## src/rtl/wdog_unit_timer.sv

```systemverilog
module wdog_unit_timer #(
  parameter int TICKS_PER_MIN = 60,
  parameter int PULSE_LEN = 16,
  parameter int IR_DELAY = 500000,
  parameter logic [7:0] A_CTRL = 8'h71,
  parameter logic [7:0] A_CFG = 8'h72,
  parameter logic [7:0] A_VLO = 8'h73,
  parameter logic [7:0] A_VHI = 8'h74
) (
  input  logic        clk,
  input  logic        rst_n,
  input  logic        tick_sec,
  input  logic        reg_wr,
  input  logic        reg_rd,
  input  logic [7:0]  reg_addr,
  input  logic [7:0]  reg_wdata,
  output logic [7:0]  reg_rdata,
  input  logic        ev_ir,
  input  logic        ev_mouse,
  input  logic        ev_kbd,
  input  logic        ev_game,
  output logic        kbd_rst_o,
  output logic        pwr_drop_o,
  output logic [15:0] irq_o
);
  localparam int DIV_W = $clog2(TICKS_PER_MIN);
  localparam int PLS_W = $clog2(PULSE_LEN + 1);
  localparam int IRD_W = $clog2(IR_DELAY + 1);

  logic [3:0]       ev_en_q;
  logic             stat_q;
  logic [7:0]       cfg_q;
  logic [15:0]      val_q;
  logic [15:0]      cnt_q;
  logic [DIV_W-1:0] div_q;
  logic [PLS_W-1:0] pls_q;
  logic             kr_arm_q, pg_arm_q;
  logic [IRD_W-1:0] ird_q;

  logic wr_ctrl, wr_cfg, wr_vlo, wr_vhi;
  logic force_to, ir_fire, ev_hit, reload, unit_tick, expire;
  logic [15:0] reload_val;

  assign wr_ctrl = reg_wr && reg_addr == A_CTRL;
  assign wr_cfg  = reg_wr && reg_addr == A_CFG;
  assign wr_vlo  = reg_wr && reg_addr == A_VLO;
  assign wr_vhi  = reg_wr && reg_addr == A_VHI;

  assign force_to   = wr_ctrl && reg_wdata[1];
  assign ir_fire    = ird_q == IRD_W'(1);
  assign ev_hit     = (ev_en_q[0] && ev_game) || (ev_en_q[1] && ev_kbd) ||
                      (ev_en_q[2] && ev_mouse) || ir_fire;
  assign reload     = wr_vlo || ev_hit;
  assign reload_val = wr_vlo ? {val_q[15:8], reg_wdata} : val_q;
  assign unit_tick  = tick_sec && (cfg_q[7] || div_q == DIV_W'(TICKS_PER_MIN - 1));
  assign expire     = force_to || (!reload && unit_tick && cnt_q == 16'd1);

  always_ff @(posedge clk) begin
    if (!rst_n) begin
      ev_en_q <= '0;
      stat_q  <= 1'b0;
      cfg_q   <= '0;
      val_q   <= '0;
    end else begin
      if (wr_ctrl) ev_en_q <= reg_wdata[7:4];
      if (wr_cfg)  cfg_q <= reg_wdata;
      if (wr_vlo)  val_q[7:0] <= reg_wdata;
      if (wr_vhi)  val_q[15:8] <= reg_wdata;
      if (expire) stat_q <= 1'b1;
      else if (wr_ctrl && !reg_wdata[0]) stat_q <= 1'b0;
    end
  end

  always_ff @(posedge clk) begin
    if (!rst_n) begin
      cnt_q <= '0;
      div_q <= '0;
    end else begin
      if (force_to) cnt_q <= '0;
      else if (reload) cnt_q <= reload_val;
      else if (unit_tick && cnt_q != '0) cnt_q <= cnt_q - 16'd1;

      if (reload || force_to || cfg_q[7]) div_q <= '0;
      else if (tick_sec)
        div_q <= (div_q == DIV_W'(TICKS_PER_MIN - 1)) ? '0 : div_q + DIV_W'(1);
    end
  end

  always_ff @(posedge clk) begin
    if (!rst_n) ird_q <= '0;
    else if (!ev_en_q[3]) ird_q <= '0;
    else if (ev_ir) ird_q <= IRD_W'(IR_DELAY);
    else if (ird_q != '0) ird_q <= ird_q - IRD_W'(1);
  end

  always_ff @(posedge clk) begin
    if (!rst_n) begin
      pls_q    <= '0;
      kr_arm_q <= 1'b0;
      pg_arm_q <= 1'b0;
    end else if (expire) begin
      pls_q    <= PLS_W'(PULSE_LEN);
      kr_arm_q <= cfg_q[6];
      pg_arm_q <= cfg_q[4];
    end else if (pls_q != '0) begin
      pls_q <= pls_q - PLS_W'(1);
    end
  end

  assign kbd_rst_o  = kr_arm_q && pls_q != '0;
  assign pwr_drop_o = pg_arm_q && pls_q != '0;

  for (genvar i = 0; i < 16; i++) begin : g_irq
    if (i == 0) begin : g_none
      assign irq_o[i] = 1'b0;
    end else begin : g_line
      assign irq_o[i] = stat_q && cfg_q[3:0] == 4'(i);
    end
  end

  always_ff @(posedge clk) begin
    if (!rst_n) reg_rdata <= '0;
    else if (reg_rd) begin
      case (reg_addr)
        A_CTRL:  reg_rdata <= {ev_en_q, 3'b000, stat_q};
        A_CFG:   reg_rdata <= cfg_q;
        A_VLO:   reg_rdata <= val_q[7:0];
        A_VHI:   reg_rdata <= val_q[15:8];
        default: reg_rdata <= 8'h00;
      endcase
    end
  end
endmodule


```

## config.mk

```make
export PLATFORM = sky130hd
export DESIGN_NAME = wdog_unit_timer
export DESIGN_NICKNAME = d
export VERILOG_FILES = /design/src/rtl/wdog_unit_timer.sv
export SDC_FILE = /design/constraint.sdc
export NUM_CORES = 1
export LEC_CHECK = 0
export BUFFER_PORTS_ARGS = -buffer_cell sky130_fd_sc_hd__clkbuf_2
export CAP_MARGIN = 30
export CORE_ASPECT_RATIO = 2
export CORE_MARGIN = 3
export CORE_UTILIZATION = 55
export CTS_CLUSTER_DIAMETER = 80
export DETAILED_ROUTE_END_ITERATION = 12
export GPL_TIMING_DRIVEN = 0
export PLACE_DENSITY = 0.87
export SYNTH_ARGS = -nofsm -noshare
export SYNTH_HDL_FRONTEND = slang
export SYNTH_SLANG_ARGS = --single-unit
```

## constraint.sdc

```tcl
create_clock -name clk -period 3 [get_ports clk]
set_clock_uncertainty 0.05 [all_clocks]
set_input_delay 0.6 -clock clk [delete_from_list [all_inputs] [get_ports clk]]
set_output_delay 0.6 -clock clk [all_outputs]
set_load 0.005 [all_outputs]
```

Word-level counts from Yosys, hierarchy flattened
Index checks and enable logic that the tools add are counted.
{"block": "word_totals", "reg_bits": 85, "out_inout_bits": 26, "wordCells": 105}
{"block": "classes", "add_sub_neg": 4, "eq_ne": 22, "mux": 11, "bitwise_logic": 2, "n_reduce_logical": 52}
{"op": "$mux 19", "count": 2}
{"op": "$eq 4x4->1 const B", "count": 8}
{"op": "$eq 8x7->1 const B", "count": 4}
{"op": "$mux 16", "count": 2}
{"op": "$pmux 8 s4", "count": 1}
{"op": "$logic_and 1x1->1", "count": 30}
{"op": "$eq 19x1->1 const B", "count": 1}
{"op": "$reduce_bool 19->1", "count": 1}
{"op": "$sub 19x1->19 const B", "count": 1}
{"op": "$eq 16x1->1 const B", "count": 1}
{"op": "$eq 4x3->1 const B", "count": 4}
{"op": "$reduce_bool 16->1", "count": 1}
{"op": "$sub 16x1->16 const B", "count": 1}
{"op": "$mux 5", "count": 2}
{"op": "$eq 4x2->1 const B", "count": 2}
{"op": "$logic_or 1x1->1", "count": 8}
{"op": "$mux 8", "count": 1}
{"op": "$reduce_bool 2->1", "count": 4}
{"op": "$add 6x1->6 const B", "count": 1}
{"op": "$eq 6x6->1 const B", "count": 1}
{"op": "$mux 6", "count": 1}
{"op": "$reduce_or 2->1", "count": 3}
{"op": "$reduce_bool 5->1", "count": 1}
{"op": "$sub 5x1->5 const B", "count": 1}
{"op": "6 further kinds", "count": 9}

Logic depth before layout (Yosys ltp)
Gate-level depths: netlist (run 1).
{"block": "depth", "depth_word": 10, "ltp_mapped": 9}

Worst setup path before layout (run 1)
OpenSTA, ideal clock, no wires.
{"block": "synth_timing", "path_kind": "input -> register", "start": "input reg_addr[7]", "end": "register cnt_q[11]", "setup_ns": 0.137, "arrival_time_ns": 2.082, "required_time_ns": 2.813, "setup_slack_ns": 0.731, "stages": 8, "cell_sequence": "nand4bb_1 -> or4_1 -> clkbuf_1 -> and2_1 -> clkbuf_1 -> clkbuf_1 -> o21ai_0 -> a31oi_1"}
{"block": "synth_via", "elab_chain_len": 4}
{"element": "from (decl)", "line_no": "15", "source": "input logic [7:0] reg_addr,"}
{"element": "$eq 8x7->1, on equally long branches", "line_no": "46, 44"}
{"element": "$logic_and 1x1->1, on equally long branches", "line_no": "46, 44"}
{"element": "$logic_or 1x1->1 or $logic_and 1x1->1 (tied branches)", "line_no": "53, 49"}
{"element": "$mux 16, or another cell as far along", "line_no": "80", "source": "else if (reload) cnt_q <= reload_val;"}
{"element": "to (signal assigned)", "line_no": "80"}
{"element": "to (signal assigned)", "line_no": "81", "source": "else if (unit_tick && cnt_q != '0) cnt_q <= cnt_q - 16'd1;"}
{"element": "to (decl)", "line_no": "34", "source": "logic [15:0] cnt_q;"}
Several ways; a longest one is shown, not always the timed one.
A chain may end at the register's enable or synchronous reset.

Final worst setup path (run 1)
{"block": "layout_timing", "start": "register cnt_q[2]", "end": "register cnt_q[7]"}
{"block": "layout_via", "elab_chain_len": 3}
{"element": "$sub 16x1->16 or $reduce_bool 16->1 (tied branches)", "line_no": "81"}
{"element": "$mux 16 or $logic_and 1x1->1 (tied branches)", "line_no": "81"}
{"element": "$mux 16 or $reduce_bool 2->1 (tied branches)"}
Several ways; a longest one is shown, not always the timed one. The select of a mux whose other input is x is not followed.

==> flow_summary.toml, run 1 <==
[floorplan]
die-area_um2 = 9320
die_y_um = 134
die_w_um = 69.8
coreArea_um2 = 7940
rows = 46
io_pins = 51
start_util = 0.563

[timing]
finalHoldViolCount = 0
tns_ps = 0
layout_min_cycle_time_ps = 2690
fmax_mhz = 372
period_share = 0.897
tightest_slew_ps = 1060
slew_violations = 0
grt_setup_unrepaired = "no"
slew_headroom = 0.284
setup_viol = 0

[placed_design]
placed_area_um2 = 4830
place_hpwl_um = 9310
gp_congestion = 0.947
portBuffers = 46

[route]
postRouteWirelength_um = 12400
drt-initial-drc-count = 362
drt-wirelength-per-cell_um = 18.3
first_pass_iters = 5
viasPerCell = 6.30
vias = 4278
drc = 0
antenna_left = 0

[yosys]
async_flop_share = 0
synth_nets = 553
ys_seq_area_frac = 0.380
synth_edf_count = 0
synth_cells = 520
synth_top_area_cell = "dfxtp_1"
avgSynthCellArea_um2 = 8.61
ys.warnings.count = 0
synthesis.area_um2 = 4480
yosys-top-cells-count = "85 x dfxtp_1, 40 x nand2_1, 37 x nor2_1"
synth_top_flop_cell = "dfxtp_1"
synth.ff_latch_count = 85
synth_area_leaders = "dfxtp_1 38%, mux2i_1 5.1%, nor2b_1 3.8%"
yosysUniqueCellTypes = 63
synth_most_common_cell = "dfxtp_1"
synth_top_area_share = 0.380

[final_layout]
ff_latch_area_um2 = 1700
fillCellCount = 665
area.growth.synth_to_final_pct = 14.5
multiInputGateArea_um2 = 2620
num-nets-final = 611
drive_above_1_share = 0.142
diodes = 0
post-route-cell-area_um2 = 5120

[setup_path]
crit_type = "reg -> reg"
crit_required_ps = 3200
crit_fanout = 10
end_kind = "flop"
critPathArrivalTime_ps = 2900
start_kind = "flop"

[cts]
cts.clk_slew.worst_paths_ps = 60
cts_htree_levels = 3
cts_tree = "done"
clkLatencyLatePin_ps = 340
clock-root-buffer = "clkbuf_16"
numCtsBuffers = 9
cts_resized = 0
cts.sinks = 85
cts_max_path_buffers = 2
cts-hold-fix-buffers = 0
cts_setup_buffers = 0

[worst_hold_path]
hold_path_class = "reg -> reg"

[global_routing]
grt_antenna_before_repair = 0
grt_max_degree = 14
gr-total-overflow = 0
first_global_vias = 4300
grt_use_total = 0.270
grt_pass1_wl_um = 20100

[pwr]
p_leak_nw = 1.92
ir_drop_mv = 0.374
powerDensity_nw_per_um2 = 505

[job]
cap_violations = 0

[run_status]
status = "completed"
worst max-delay path, stage by stage (launching register included):
cell      delay, ps
dfxtp_1         360
nor4_1          930
nand4_1         390
clkbuf_1        340
nand3_1         210
xor2_1           90
a211oi_1        230
where the power goes:
part / switching, mW / internal, mW / total [mW] / leakage, nW
registers: 0.0310 / 1.17 / 1.20 / 0.686
logic: 0.161 / 0.128 / 0.290 / 1.10
clock network: 0.439 / 0.665 / 1.10 / 0.143
cell type report:
class,instances,share of cell area
Clock inverter,4,0.00928
Clock buffer,12,0.0481
Sequential cell,85,0.332
Timing Repair Buffer,47,0.0459
Tap cell,96,0.0234
Buffer,28,0.0220
Inverter,10,0.00732
Multi-Input combinational cell,397,0.512
state kept, by name (all words and copies together) (netlist names):
register   flops
div_q          6
pg_arm_q       1
reg_rdata      8
pls_q          5
ird_q         19
cfg_q          8
cnt_q         16
val_q         16
kr_arm_q       1
stat_q         1
ev_en_q        4
routing by layer:
layer,GRT usage,vias up,part of all wire
met5,0,-,0
met4,0.222,0,0.079
met1,0.263,1988,0.34
met3,0.0491,70,0.050
li1,-,2025,-
met2,0.479,195,0.53
worst paths after layout:
path	start	to	slack [ps]	cells past startpoint
worst min-delay path	reg_rdata[1]$_SDFFE_PN0P_	reg_rdata[1]$_SDFFE_PN0P_	410	2
worst min register to register	reg_rdata[1]$_SDFFE_PN0P_	reg_rdata[1]$_SDFFE_PN0P_	410	2
worst max register to register	cnt_q[2]$_SDFFE_PP0P_	cnt_q[7]$_SDFFE_PP0P_	310	6
worst max-delay path	cnt_q[2]$_SDFFE_PP0P_	cnt_q[7]$_SDFFE_PP0P_	310	6
metrics by stage:
stage               utilization  total power, mW  instances  worst slack [ps]  hold WS (ps)
finish                    0.645             2.59        679               309           411
global route              0.645             2.69        679              83.9           431
CTS                       0.645             2.60        679               302           413
detailed placement        0.608             1.51        663               214           404
global placement          0.608             1.48        662               244           391
floorplan                     -             1.42        520               731           390
cells in the final DEF (no fill, tap or decap), drive strengths merged, types with 3 or more instances in the layout:
| cell | instances |
|---|---|
| a22o | 5 |
| nor2 | 37 |
| nor3b | 4 |
| nor4b | 3 |
| nand2b | 6 |
| nand3b | 3 |
| a32oi | 3 |
| nor2b | 27 |
| nand4 | 15 |
| o21a | 3 |
| xnor2 | 15 |
| dfxtp | 85 |
| o31ai | 5 |
| xor2 | 14 |
| and2 | 5 |
| a21oi | 25 |
| or4 | 5 |
| nor4 | 10 |
| a22oi | 5 |
| or3 | 7 |
| inv | 10 |
| nand2 | 40 |
| nor3 | 28 |
| buf | 6 |
| a21boi | 7 |
| nand4b | 5 |
| a211oi | 11 |
| mux2i | 23 |
| nand3 | 14 |
| o21ai | 29 |
| mux2 | 9 |
| ha | 8 |
| clkbuf | 81 |
logic make-up after synthesis:
group                      Yosys count  share of synthesized area
AOI/OAI and AO/OA                  108                      0.159
xor gates and xnor gates            29                     0.0568
adders and majority gates            8                     0.0224
buffers and inverters               38                     0.0335
DFF                                 85                      0.380
muxes                               32                     0.0741
other                                1                   0.000838
and+or+nand+nor                    219                      0.273
(Power assumes the default switching activity.)
==> run 2: changes to the inputs <==
--- a/config.mk
+++ b/config.mk
@@ -7,7 +7,6 @@
 export LEC_CHECK = 0
 export BUFFER_PORTS_ARGS = -buffer_cell sky130_fd_sc_hd__clkbuf_2
 export CAP_MARGIN = 30
-export CORE_ASPECT_RATIO = 2
 export CORE_MARGIN = 3
 export CORE_UTILIZATION = 55
 export CTS_CLUSTER_DIAMETER = 80
==> run 2 against run 1 <==
  * Sequential share of layout area increased by 0.35 points
  * Clock power decreased by 15%
  * Wire length decreased by 6.9%
  * Sequential power about the same
  * Flip-flop and latch count unchanged
  * Worst setup slack improved by 240 ps
  * Global-route usage decreased by 0.64 points
  * Cell area decreased by 1.0%
  * Cell count increased by 1.0%
  * Utilization increased by 0.43 points
  * Die area decreased by 0.71%
  * Register-to-register slack improved by 320 ps
  * Critical path type is now in -> reg
==> flow_summary.toml, run 2 (synthesized netlist as in run 1, its figures left out) <==
[run_status]
status = "completed"

[global_routing]
grt_antenna_before_repair = 0
grt_use_total = 0.263
grt_pass1_wl_um = 19200
gr-total-overflow = 0
grt_max_degree = 17
first_global_vias = 3962

[floorplan]
die-area_um2 = 9260
io_pins = 51
start_util = 0.573
die_w_um = 96.2
rows = 32
coreArea_um2 = 7810
die_y_um = 96.2

[cts]
cts_tree = "done"
cts_htree_levels = 3
clock-root-buffer = "clkbuf_8"
cts.sinks = 85
cts-hold-fix-buffers = 0
cts_max_path_buffers = 2
numCtsBuffers = 9
cts_resized = 0
cts_setup_buffers = 0
clkLatencyLatePin_ps = 360
cts.clk_slew.worst_paths_ps = 90

[timing]
fmax_mhz = 408
setup_viol = 0
period_share = 0.818
timing.final.ws_setup_ps = 547
slew_headroom = 0.477
finalHoldViolCount = 0
tns_ps = 0
tightest_slew_ps = 777
grt_setup_unrepaired = "no"
layout_min_cycle_time_ps = 2450
slew_violations = 0

[placed_design]
gp_congestion = 0.906
dpl.cell_count = 668
place_hpwl_um = 8320
portBuffers = 46
placed_area_um2 = 4830
pre_cts_ws_ps = 246

[final_layout]
top_register = "ird_q"
post-route-cell-area_um2 = 5070
area.growth.synth_to_final_pct = 13.3
final_cell_mix = "85 x dfxtp_1, 47 x clkbuf_2, 40 x nand2_1, 37 x nor2_1"
finish.utilization = 0.650
num-nets-final = 612
layout_commonest_cell = "dfxtp_1"
instances_no_fill = 686
diodes = 0
drive_above_1_share = 0.147
reg_top3 = "ird_q: 19 flops, cnt_q: 16 flops, val_q: 16 flops"
largest_register_ffs = 19

[pwr]
p_leak_nw = 1.89
powerDensity_nw_per_um2 = 476
ir_drop_mv = 0.316

[route]
postRouteWirelength_um = 11500
drt-wirelength-per-cell_um = 16.8
vias = 4246
drc = 0
first_pass_iters = 5
viasPerCell = 6.19
antenna_left = 0
drt-initial-drc-count = 322

[setup_path]
end_kind = "flop"
crit_required_ps = 3200
crit_type = "in -> reg"
crit_fanout = 10
critPathArrivalTime_ps = 2660
start_kind = "primary input"

[job]
cap_violations = 0

[worst_hold_path]
hold_path_class = "reg -> reg"
-- run 2: cell count changes in the layout (fill, tap and decap cells not counted) --
cell / previous run / this run
clkinv_2: 2 / 0
clkbuf_1: 25 / 23
inv_6: 0 / 2
bufinv_16: 1 / 2
inv_8: 0 / 1
clkbuf_16: 9 / 0
clkinvlp_4: 1 / 2
clkbuf_8: 1 / 9
clkbuf_2: 46 / 47
-- run 2: path summary, 6_finish.rpt --
check        slack (ps)  cells past startpoint                         to                       from
max reg2reg         630                      6      kr_arm_q$_SDFFE_PN0P_    ev_en_q[0]$_SDFFE_PN0N_
max                 550                      6     val_q[10]$_SDFFE_PN0P_                reg_addr[7]
min reg2reg         420                      2  reg_rdata[0]$_SDFFE_PN0P_  reg_rdata[0]$_SDFFE_PN0P_
min                 420                      2  reg_rdata[0]$_SDFFE_PN0P_  reg_rdata[0]$_SDFFE_PN0P_
-- run 2: where the power goes --
| group | leakage (nW) | internal (mW) | switching (mW) |
|---|---|---|---|
| sequential | 0.686 | 1.16 | 0.0293 |
| combinational | 1.10 | 0.128 | 0.163 |
| clock | 0.108 | 0.480 | 0.450 |
| total | 1.89 | 1.77 | 0.643 |
-- run 2: worst max-delay path: stages --
cell and delay [ps]:
clkbuf_2 100, nand4bb_1 300, nor3_2 590, nand3_1 630, mux2i_1 360, nor2b_1 80
-- run 2: cell type report --
cell class,instances,area (µm²)
buffer,28,113
fill,627,2740
sequential,85,1700
timing repair buffer,48,240
tap,102,128
clock buffer,9,124
inverter,10,37.5
clock inverter,7,104
multi-input combinational,397,2620
-- run 2: routing by layer --
| metal | share of wire | GRT usage | vias up |
|---|---|---|---|
| met5 | 0 | 0 | - |
| met2 | 0.47 | 0.409 | 181 |
| met4 | 0.028 | 0.115 | 0 |
| met1 | 0.43 | 0.355 | 2021 |
| li1 | - | - | 2012 |
| met3 | 0.067 | 0.0485 | 32 |
-- run 2: metrics by stage --
stage	power, mW	hold slack (ps)
global route	2.52	439
global placement	1.48	388
floorplan	1.42	390
detailed placement	1.50	397
CTS	2.42	421
finish	2.41	422
==> run 3: changes to the inputs <==
==> constraint.sdc (replaced) <==
create_clock -name clk -period 2.4 [get_ports clk]
set_clock_uncertainty 0.05 [all_clocks]
set_input_delay 0.48 -clock clk [delete_from_list [all_inputs] [get_ports clk]]
set_output_delay 0.48 -clock clk [all_outputs]
set_load 0.005 [all_outputs]
==> run 3 against run 2 <==
  * Total power grew 26%
  * Sequential power increased by 26%
  * Utilization increased by 0.69 points
  * Via count grew 0.21%
  * Largest power group unchanged
==> flow_summary.toml, run 3 (synthesized netlist as in run 1, its figures left out) <==
[timing]
tightest_slew_ps = 694
fmax_mhz = 445
finalHoldViolCount = 0
period_share = 0.937
layout_min_cycle_time_ps = 2250
slew_headroom = 0.535
slew_violations = 0
setup_viol = 0
grt_setup_unrepaired = "no"

[final_layout]
largest_register_ffs = 19
drive_above_1_share = 0.157
num-nets-final = 609
final_cell_mix = "85 x dfxtp_1, 48 x clkbuf_2, 40 x nand2_1, 37 x nor2_1"
area.growth.synth_to_final_pct = 14.5
top_register = "ird_q"
reg_top3 = "ird_q: 19 flops, cnt_q: 16 flops, val_q: 16 flops"
fillCellCount = 611
instances_no_fill = 683
diodes = 0
layout_commonest_cell = "dfxtp_1"

[setup_path]
start_kind = "flop"
path_cells = "a222oi_1 -> o31a_1 -> o21a_1 -> clkbuf_1 -> nand3b_1 -> nor3_1"
crit_path_max_incr_delay_ps = 540
crit_type = "reg -> reg"
critPathLaunch = "ev_en_q[0]$_SDFFE_PN0N_"
reg2reg_depth = 6
reg2reg_from = "ev_en_q[0]$_SDFFE_PN0N_"
crit_required_ps = 2640
crit_fanout = 10
critPathArrivalTime_ps = 2490
slowest_stage = "a222oi_1"
end_kind = "flop"

[cts]
cts.sinks = 85
cts_setup_buffers = 0
cts_max_path_buffers = 2
numCtsBuffers = 9
cts.clk_slew.worst_paths_ps = 90
clock-root-buffer = "clkbuf_8"
cts_htree_levels = 3
clkLatencyLatePin_ps = 370
cts_tree = "done"
cts-hold-fix-buffers = 0

[global_routing]
gr-total-overflow = 0
grt_antenna_before_repair = 0
grt_pass1_wl_um = 19200
grt_use_total = 0.263
grt_max_degree = 17
first_global_vias = 3981

[worst_hold_path]
worstHoldStart = "reg_wdata[7]"
min_path_cells = 3
hold_path_class = "in -> reg"

[pwr]
p_leak_nw = 1.92
powerDensity_nw_per_um2 = 595
ir_drop_mv = 0.401
power_mw = 3.05

[placed_design]
dpl.cell_count = 668
portBuffers = 46
gp_congestion = 0.906
place_hpwl_um = 8320

[route]
drt-wirelength-per-cell_um = 16.9
viasPerCell = 6.23
antenna_left = 0
drt-initial-drc-count = 322
drc = 0
vias = 4255
postRouteWirelength_um = 11600
first_pass_iters = 5

[floorplan]
rows = 32
die_w_um = 96.2
coreArea_um2 = 7810
die_y_um = 96.2
die-area_um2 = 9260
start_util = 0.573
io_pins = 51

[job]
cap_violations = 0

[run_status]
status = "completed"
[run 3: cell types whose count changed in the layout (fill, tap and decap cells not counted), sizes merged]
| cell | delta |
|---|---|
| buf | -1 |
| clkbuf | -2 |
[run 3: worst max-delay path, delay by kind of cell, from the launching register on]
family / cells / cell delay, ps
DFF: 1 / 360
AOI/OAI and AO/OA: 3 / 940
and+or+nand+nor: 2 / 500
buffers and inverters: 1 / 310
[run 3: metal layers]
layer	track usage	share of wire
met1	0.353	0.44
met2	0.408	0.47
met3	0.0500	0.058
met4	0.122	0.029
met5	0	0
[run 3: area by class of cell]
class                           count  area (µm²)  share of cell area
Clock buffer                        9         124              0.0242
Sequential cell                    85        1700               0.332
Inverter                           10        37.5             0.00732
Timing Repair Buffer               46         230              0.0449
Buffer                             27         111              0.0217
Multi-Input combinational cell    397        2690               0.525
Clock inverter                      7         104              0.0203
Tap cell                          102         128              0.0249
[run 3: path summary, 6_finish.rpt]
check	end	slack, ps
worst max-delay path	div_q[5]$_SDFFE_PP0P_	150
worst min-delay path	val_q[7]$_SDFFE_PN0N_	360
worst max register to register	div_q[5]$_SDFFE_PP0P_	150
worst min register to register	reg_rdata[0]$_SDFFE_PN0P_	420
[run 3: per-stage QoR]
| step | worst slack, ps | TNS [ps] | utilization | instance area [µm²] | hold slack (ps) |
|---|---|---|---|---|---|
| after global routing | 27.5 | 0 | 0.656 | 5120 | 378 |
| after detailed placement | -234 | -4380 | 0.619 | 4830 | 397 |
| after CTS | 68.4 | 0 | 0.650 | 5070 | 359 |
| after floorplan | 251 | 0 | - | 4480 | 390 |
| after global placement | -185 | -3240 | 0.619 | 4830 | 388 |
| final | 151 | 0 | 0.656 | 5120 | 363 |
[run 3: timing repair]
action | in CTS | in global routing
setup endpoints to repair | 7 | 25
gates resized for setup | 2 | 11
gates cloned | 0 | 0
[run 3: report_power, final]
part | total [mW] | switching [mW] | internal, mW
logic | 0.373 | 0.201 | 0.171
clock network | 1.17 | 0.572 | 0.600
registers | 1.50 | 0.0488 | 1.45
